File: config.mk
export PLATFORM = sky130hd
export DESIGN_NAME = rtc_subsec_divider
export DESIGN_NICKNAME = d
export VERILOG_FILES = /design/src/rtl/rtc_subsec_pkg.sv /design/src/rtl/rtc_div_chain.sv /design/src/rtl/rtc_cf_flag.sv /design/src/rtl/rtc_ctl2_reg.sv /design/src/rtl/rtc_subsec_divider.sv
export SDC_FILE = /design/constraint.sdc
export NUM_CORES = 1
export LEC_CHECK = 0
export BUFFER_PORTS_ARGS = -buffer_cell sky130_fd_sc_hd__buf_2
export CELL_PAD_IN_SITES_DETAIL_PLACEMENT = 1
export CELL_PAD_IN_SITES_GLOBAL_PLACEMENT = 1
export CORE_AREA = 5 5 56 58
export CTS_CLUSTER_SIZE = 16
export DETAILED_ROUTE_END_ITERATION = 6
export DIE_AREA = 0 0 61 63
export PLACE_DENSITY_LB_ADDON = 0.1
export SLEW_MARGIN = 20
export SYNTH_ARGS = -nofsm -noshare
export SYNTH_HDL_FRONTEND = slang
export SYNTH_SLANG_ARGS = --single-unit
File: constraint.sdc
create_clock -name clk -period 2.6 [get_ports clk]
set_input_delay 0.52 -clock clk [delete_from_list [all_inputs] [get_ports clk]]
set_output_delay 0.52 -clock clk [all_outputs]
set_load 0.01 [all_outputs]
File: src/rtl/rtc_subsec_pkg.sv
package rtc_subsec_pkg;
    localparam int NSTAGES  = 7;
    localparam int REG_W    = 8;
    localparam int CF_BIT   = 7;
    localparam int CLR_BIT  = 1;
    localparam int ADJ_BIT  = 2;
    localparam logic [REG_W-1:0] CTL2_INIT = 8'h09;
    localparam logic [REG_W-1:0] CTL2_KEEP = ~((8'h1 << CLR_BIT) | (8'h1 << ADJ_BIT));

    typedef struct packed {
        logic             wr;
        logic [REG_W-1:0] data;
    } reg_wr_t;

    function automatic logic clear_req(input reg_wr_t w);
        return w.wr && (w.data[CLR_BIT] || w.data[ADJ_BIT]);
    endfunction
endpackage

File: src/rtl/rtc_div_chain.sv
module rtc_div_chain #(
    parameter int N = rtc_subsec_pkg::NSTAGES
) (
    input  logic         clk,
    input  logic         tick,
    input  logic         clr,
    output logic [N-1:0] q,
    output logic         carry
);
    logic [N-1:0] en;

    assign en[0] = tick;

    generate
        for (genvar i = 1; i < N; i++) begin : g_en
            assign en[i] = en[i-1] & q[i-1];
        end
        for (genvar i = 0; i < N; i++) begin : g_stage
            always_ff @(posedge clk) begin
                if (clr)
                    q[i] <= 1'b0;
                else if (en[i])
                    q[i] <= ~q[i];
            end
        end
    endgenerate

    assign carry = en[N-1] & q[N-1] & ~clr;
endmodule

File: src/rtl/rtc_cf_flag.sv
module rtc_cf_flag
    import rtc_subsec_pkg::*;
(
    input  logic    clk,
    input  logic    rst,
    input  logic    rd,
    input  logic    tick,
    input  reg_wr_t w,
    output logic    cf
);
    always_ff @(posedge clk) begin
        if (rst)
            cf <= 1'b0;
        else if (rd && tick)
            cf <= 1'b1;
        else if (w.wr && !w.data[CF_BIT])
            cf <= 1'b0;
    end
endmodule

File: src/rtl/rtc_ctl2_reg.sv
module rtc_ctl2_reg
    import rtc_subsec_pkg::*;
(
    input  logic             clk,
    input  logic             rst,
    input  reg_wr_t          w,
    output logic [REG_W-1:0] value,
    output logic             clr
);
    logic [REG_W-1:0] held;

    always_ff @(posedge clk) begin
        if (rst)
            held <= CTL2_INIT;
        else if (w.wr)
            held <= w.data & CTL2_KEEP;
    end

    assign value = held;
    assign clr   = clear_req(w);
endmodule

File: src/rtl/rtc_subsec_divider.sv
module rtc_subsec_divider
    import rtc_subsec_pkg::*;
(
    input  logic             clk,
    input  logic             rst,
    input  logic             tick_128,
    input  logic             cnt_rd,
    output logic [REG_W-1:0] cnt_rdata,
    input  logic             ctl1_wr,
    input  logic             ctl2_wr,
    input  logic [REG_W-1:0] wdata,
    output logic [REG_W-1:0] ctl1_rdata,
    output logic [REG_W-1:0] ctl2_rdata,
    output logic             sec_carry
);
    localparam int PAD_W = REG_W - NSTAGES;

    reg_wr_t            w1, w2;
    logic               div_clr;
    logic               cf;
    logic [NSTAGES-1:0] stages;

    assign w1 = '{wr: ctl1_wr, data: wdata};
    assign w2 = '{wr: ctl2_wr, data: wdata};

    rtc_ctl2_reg u_ctl2 (
        .clk   (clk),
        .rst   (rst),
        .w     (w2),
        .value (ctl2_rdata),
        .clr   (div_clr)
    );

    rtc_div_chain #(.N(NSTAGES)) u_chain (
        .clk   (clk),
        .tick  (tick_128),
        .clr   (div_clr),
        .q     (stages),
        .carry (sec_carry)
    );

    rtc_cf_flag u_cf (
        .clk  (clk),
        .rst  (rst),
        .rd   (cnt_rd),
        .tick (tick_128),
        .w    (w1),
        .cf   (cf)
    );

    assign cnt_rdata  = {{PAD_W{1'b0}}, stages};
    assign ctl1_rdata = {cf, {(REG_W-1){1'b0}}};
endmodule

==> results of run 1 <==
==> sequential cells by signal (all words and copies together), names as in the netlist <==
| name | count |
|---|---|
| u_cf.cf | 1 |
| u_chain.q | 7 |
| u_ctl2.value | 6 |
==> kinds of logic (layout without fill, tap and decap cells) <==
kind of cell,Yosys count,count (layout)
buffers and inverters,14,34
AOI/OAI and AO/OA,11,11
DFF,14,14
muxes,4,4
xor gates and xnor gates,4,4
and+or+nand+nor,20,20
other,1,10
==> worst reg2reg max path, delay by kind of cell (launching register included) <==
kind	cells	cell delay [ns]
and+or+nand+nor	2	0.58
DFF	1	0.42
AOI/OAI and AO/OA	1	0.14
==> cells in the mapped netlist <==
library cell / instances / area share
a211o_1: 2 / 0.028
a21oi_1: 4 / 0.032
buf_2: 1 / 0.0080
buf_4: 11 / 0.13
conb_1: 1 / 0.0060
dfxtp_1: 14 / 0.45
inv_1: 2 / 0.012
mux2i_1: 4 / 0.064
nand2_1: 2 / 0.012
nand3_1: 3 / 0.024
nand4_2: 1 / 0.020
nor2_1: 8 / 0.048
nor2b_1: 2 / 0.020
nor4b_1: 1 / 0.014
o21a_1: 1 / 0.012
o21ai_0: 4 / 0.032
or3_1: 3 / 0.030
xnor2_1: 2 / 0.028
xor2_1: 2 / 0.028
==> layout make-up <==
class / instances / area, µm²
Fill cell: 317 / 1830
Multi-Input combinational cell: 49 / 283
Sequential cell: 14 / 280
Timing Repair Buffer: 28 / 140
Tap cell: 31 / 38.8
Clock buffer: 4 / 36.3
Inverter: 2 / 7.51
==> worst max-delay path by stage <==
| stage | from | endpoint | slack [ns] | depth (start not counted) |
|---|---|---|---|---|
| 5_1_grt | u_chain.q[2] | sec_carry | 0.53 | 3 |
| 6_report | ctl2_wr | sec_carry | 0.70 | 4 |
| 4_1_cts | u_chain.q[2] | sec_carry | 0.66 | 3 |
| 3_5_place_dp | ctl2_wr | sec_carry | 0.67 | 4 |
| 3_3_place_gp | ctl2_wr | sec_carry | 0.69 | 4 |
| 2_1_floorplan | ctl2_wr | sec_carry | 0.73 | 3 |
==> power groups by stage <==
stage	Sequential (mW)	Combinational, mW	Clock (mW)
2_1_floorplan	0.253	0.0448	0
3_3_place_gp	0.247	0.0695	0
3_5_place_dp	0.248	0.0697	0
4_1_cts	0.243	0.0705	0.161
5_1_grt	0.245	0.0781	0.172
6_report	0.242	0.0690	0.152
==> metrics by stage <==
stage / cell area (µm²) / util / setup slack (ns)
3_5_place_dp: 749 / 0.287 / 0.675
4_1_cts: 786 / 0.300 / 0.662
6_report: 786 / 0.300 / 0.698
2_1_floorplan: 658 / - / 0.727
3_3_place_gp: 749 / 0.287 / 0.691
5_1_grt: 786 / 0.300 / 0.530
==> per-layer routing <==
metal  routed length [µm]  global-route usage  vias to the layer above  share of wire
met5                    0                   0                        -              0
met4                   14              0.0407                        0         0.0097
met3                  170              0.0289                        2           0.12
met2                  616               0.116                       23           0.43
met1                  640               0.104                      229           0.44
li1                     -                   -                      265              -
==> summary.md, run 1 <==
| Metric | Value |
|---|---|
| Die width | 61 µm |
| GR Util All Layers | 0.0810 |
| CTS tree | done |
| Internal power | 0.344 mW |
| Clk_lat worst skew | 0.27 ns |
| Mux share of post-synthesis cell area | 0.0641 |
| Wire length per cell | 11.3 µm |
| Die height | 63 µm |
| Leading cell type in the layout, fill and taps excluded | buf_2 |
| First-pass GRT wire length | 2370 µm |
| Drt pass-1 iters | 2 |
| Comb power frac | 0.149 |
| Post-synthesis sequential area ratio | 0.449 |
| Largest net degree at the start of global routing | 10 |
| # hold bufs at CTS | 0 |
| Critical Path End Type | output pin |
| Synth Area in Compound Gates | 0.104 |
| Synth cell types | 19 |
| RSZ-0062 raised after global routing | false |
| Placer Congestion | 0.687 |
| DR vias | 519 |
| Power per cell area | 589 nW/µm² |
| Postcts setup bufs | 0 |
| Num CTS Buffers | 3 |
| Final wirelength | 1440 µm |
| CTS Buffer Depth | 2 |
| Element type at the critical path start | input pin |
| Number of gates resized after CTS | 0 |
| Critical Path Max Stage Delay | 0.29 ns |
| Final Setup Violations | 0 |
| Seq pwr share | 0.523 |
| Worst R2R Setup Slack | 1.41 ns |
| Switching part of the total | 0.256 |
| DRT antenna net count | 0 |
| Leak Pwr | 0.392 nW |
| Root buf cell | clkbuf_4 |
| Cells after DPL | 124 |
| Worst hold margin | 0.444 ns |
| Crit-path max FO | 9 |
| Max Freq | 526 MHz |
| Adder-cell share of the synthesized area | 0 |
| Share of power burned in the clock network | 0.328 |
| Port Buffers | 28 |
| Worst r2r src | u_chain.q[2] |
| H-tree depth | 1 |
| Total power draw | 0.463 mW |
| Syn-to-layout area delta | 25.9% |
| FF-to-FF End | u_chain.q[6] |
| Nets@finish | 112 |
| Syn. warnings | 0 |
| FF+latch count, synth | 14 |
| Num Clock Sinks | 14 |
| Worst VDD drop | 0.000253 V |
| Fin. max-slew vios | 0 |
| Std-Cell Rows | 19 |
| Sequence of cells on the critical path | buf_2, o21a_1, nor4b_1, buf_2 |
| Cells after synthesis | 68 |
| Grt total ovfl | 0 |
| Tmin final | 1.90 ns |
| Final Cycle Share | 0.732 |
| FF-to-FF path depth | 3 |
| Vias per cell | 4.05 |
| Syn Std Cell Area | 624 µm² |
| Worst path required time | 2.08 ns |
| Vias in the first global route | 545 |
| Layout cell share with drive strength beyond 1 | 0.340 |
| Antenna violations before repair | 0 |
| Most frequent cell on the critical path | buf_2 |
| Critical Path AT | 1.38 ns |
| Switch Pwr | 0.118 mW |
| Top Family by Delay on Critical Path | buffers and inverters |
| Most frequent cells in the layout | 28 x buf_2, 14 x dfxtp_1, 10 x conb_1 |
| Hold Vio Cnt, Final | 0 |
| DP Wirelength | 1160 µm |
| Hold EP | u_ctl2.value[0] |
| Synth Area per Inst | 9.18 µm² |
| # IOs | 39 |
| Worst Hold Class | input pin to register |
| Largest family of logic cells by synthesized area | simple AND/OR/NAND/NOR gates |
| Clock Skew | 0.000760 ns |
| Core area | 2620 µm² |
| Outcome | complete, no violations |
| Initial DRC count | 4 |
| Simple-Gate Fraction of Synth Area | 0.168 |
| Hold path depth | 2 |
| Post-synthesis xor/xnor area fraction | 0.0561 |
| Antenna diode count | 0 |
| Post-Layout Cell Count | 128 |
| Die footprint | 3840 µm² |
| Sum of negative setup slack | 0 ns |
| Number of remaining DRC errors | 0 |
| Reg clk slew, reported paths | 0.08 ns |
| Slowest stage cell on the critical path | nor4b_1 |
| Initial core utilization | 0.239 |
| Max-cap violations | 0 |
| Worst Path Buf+Inv | 2 |
| CP Class | input pin to output pin |
| Hold path startpoint | wdata[0] |
Note: power is estimated with default switching activity, not from simulation.
==> run 2: changes to the inputs <==
==> constraint.sdc (replaced) <==
create_clock -name clk -period 1.6 [get_ports clk]
set_input_delay 0.32 -clock clk [delete_from_list [all_inputs] [get_ports clk]]
set_output_delay 0.32 -clock clk [all_outputs]
set_load 0.01 [all_outputs]
==> run 2 against run 1 <==
Net effect:
- utilization increased by 2.4 points
- clock skew rose by 0.0032 ns
- register-to-register slack got worse by 1.0 ns
- hold slack worse by 0.19 ns
- combinational power grew 71%
- sequential share of layout area fell by 0.91 points
- power is 64% higher
==> summary.md, run 2 (same netlist as run 1, synthesis figures left out) <==
| Metric | Value |
|---|---|
| Fin. max-slew vios | 0 |
| Leak Pwr | 0.415 nW |
| Element type at the critical path start | register |
| Std-Cell Rows | 19 |
| Worst path required time | 1.28 ns |
| # hold bufs at CTS | 0 |
| Vias per cell | 4.13 |
| Area of the multi-input gates | 302 µm² |
| Final wirelength | 1490 µm |
| GR Util All Layers | 0.0810 |
| Fill count | 318 |
| Final Cycle Share | 0.940 |
| Max-cap violations | 0 |
| Wire length per cell | 11.3 µm |
| Hold Vio Cnt, Final | 0 |
| Antenna violations before repair | 0 |
| Crit-path max FO | 4 |
| Root buf cell | clkbuf_4 |
| Core area | 2620 µm² |
| Placed Area | 772 µm² |
| Grt total ovfl | 0 |
| Most frequent cells in the layout | 28 x buf_2, 10 x conb_1, 8 x nor2_1, 8 x dfxtp_1 |
| Clock Skew | 0.00393 ns |
| Port Buffers | 28 |
| Antenna diode count | 0 |
| Initial core utilization | 0.239 |
| Num CTS Buffers | 3 |
| CTS tree | done |
| Layout cell share with drive strength beyond 1 | 0.446 |
| Number of flip-flops in the largest register | 7 |
| # IOs | 39 |
| Post-Layout Cell Count | 132 |
| Nets@finish | 116 |
| Clk_lat worst skew | 0.27 ns |
| Power per cell area | 894 nW/µm² |
| Drt pass-1 iters | 2 |
| Initial DRC count | 10 |
| Register area | 295 µm² |
| CP Class | register to output pin |
| Placer Congestion | 0.685 |
| Worst VDD drop | 0.000507 V |
| Largest net degree at the start of global routing | 9 |
| Syn-to-layout area delta | 36.1% |
| Num Clock Sinks | 14 |
| Final core utilization | 0.325 |
| Design Area, Final | 850 µm² |
| Final Setup Violations | 0 |
| H-tree depth | 1 |
| Worst hold margin | 0.252 ns |
| CTS Buffer Depth | 2 |
| Number of remaining DRC errors | 0 |
| Leading cell type in the layout, fill and taps excluded | buf_2 |
| Worst Hold Class | input pin to register |
| Max Freq | 665 MHz |
| Outcome | complete, no violations |
| Cells after DPL | 127 |
| Vias in the first global route | 542 |
| Die width | 61 µm |
| Die height | 63 µm |
| First-pass GRT wire length | 2370 µm |
| DRT antenna net count | 0 |
| DR vias | 545 |
| Critical Path End Type | output pin |
| Reg clk slew, reported paths | 0.09 ns |
| Tmin final | 1.50 ns |
| DP Wirelength | 1210 µm |
| Die footprint | 3840 µm² |
| Critical Path AT | 1.18 ns |
| Largest Register | u_chain.q |
## run 2: changes by cell type in the layout (fill, tap and decap cells not counted), moves of 3 or more
cell	before	now
dfxtp_2	0	3
dfxtp_1	14	8
buf_4	0	4
dfxtp_4	0	3
## run 2: worst paths after layout
check / cells after the start / start / slack, ns / to
setup / recovery: 3 / u_chain.q[2] / 0.1 / sec_carry
setup reg to reg: 4 / u_chain.q[2] / 0.39 / u_chain.q[6]
hold / removal: 2 / wdata[0] / 0.25 / u_ctl2.value[0]
hold reg to reg: 2 / u_cf.cf / 0.48 / u_cf.cf
## run 2: stage by stage
stage / TNS, ns / power [mW] / setup WS, ns
final: 0 / 0.759 / 0.0959
after global routing: -0.00877 / 0.819 / -0.00877
after CTS: 0 / 0.785 / 0.00169
after detailed placement: 0 / 0.521 / 0.169
after global placement: 0 / 0.517 / 0.138
after floorplan: 0 / 0.483 / 0.127
## run 2: worst max-delay path, cell delays in order, from the launching register on
cell and delay (ns):
dfxtp_4 0.38, nand4_2 0.13, nor4b_2 0.24, buf_2 0.17
## run 2: layout make-up
cell class / instances / share of cell area
clock buffers: 4 / 0.0427
flip-flops and latches: 14 / 0.348
multi-input cells: 49 / 0.355
repair buffers: 32 / 0.200
well taps: 31 / 0.0457
inverters: 2 / 0.00884
## run 2: per-layer routing
metal / global-route usage / part of all wire / vias up
met2: 0.126 / 0.46 / 25
met3: 0.0393 / 0.12 / 0
met1: 0.101 / 0.42 / 247
met4: 0.0163 / 0 / 0
met5: 0 / 0 / -
li1: - / - / 273
## run 2: what timing repair did
action / CTS / global route
pin swaps: 0 / 1
setup endpoints to repair: 1 / 1
hold endpoints to repair: 0 / 0
setup buffers: 0 / 1
gates resized for setup: 4 / 8
## run 2: power breakdown
group          internal [mW]  switching [mW]
Clock                  0.138           0.111
Combinational         0.0534          0.0641
Sequential             0.371          0.0213
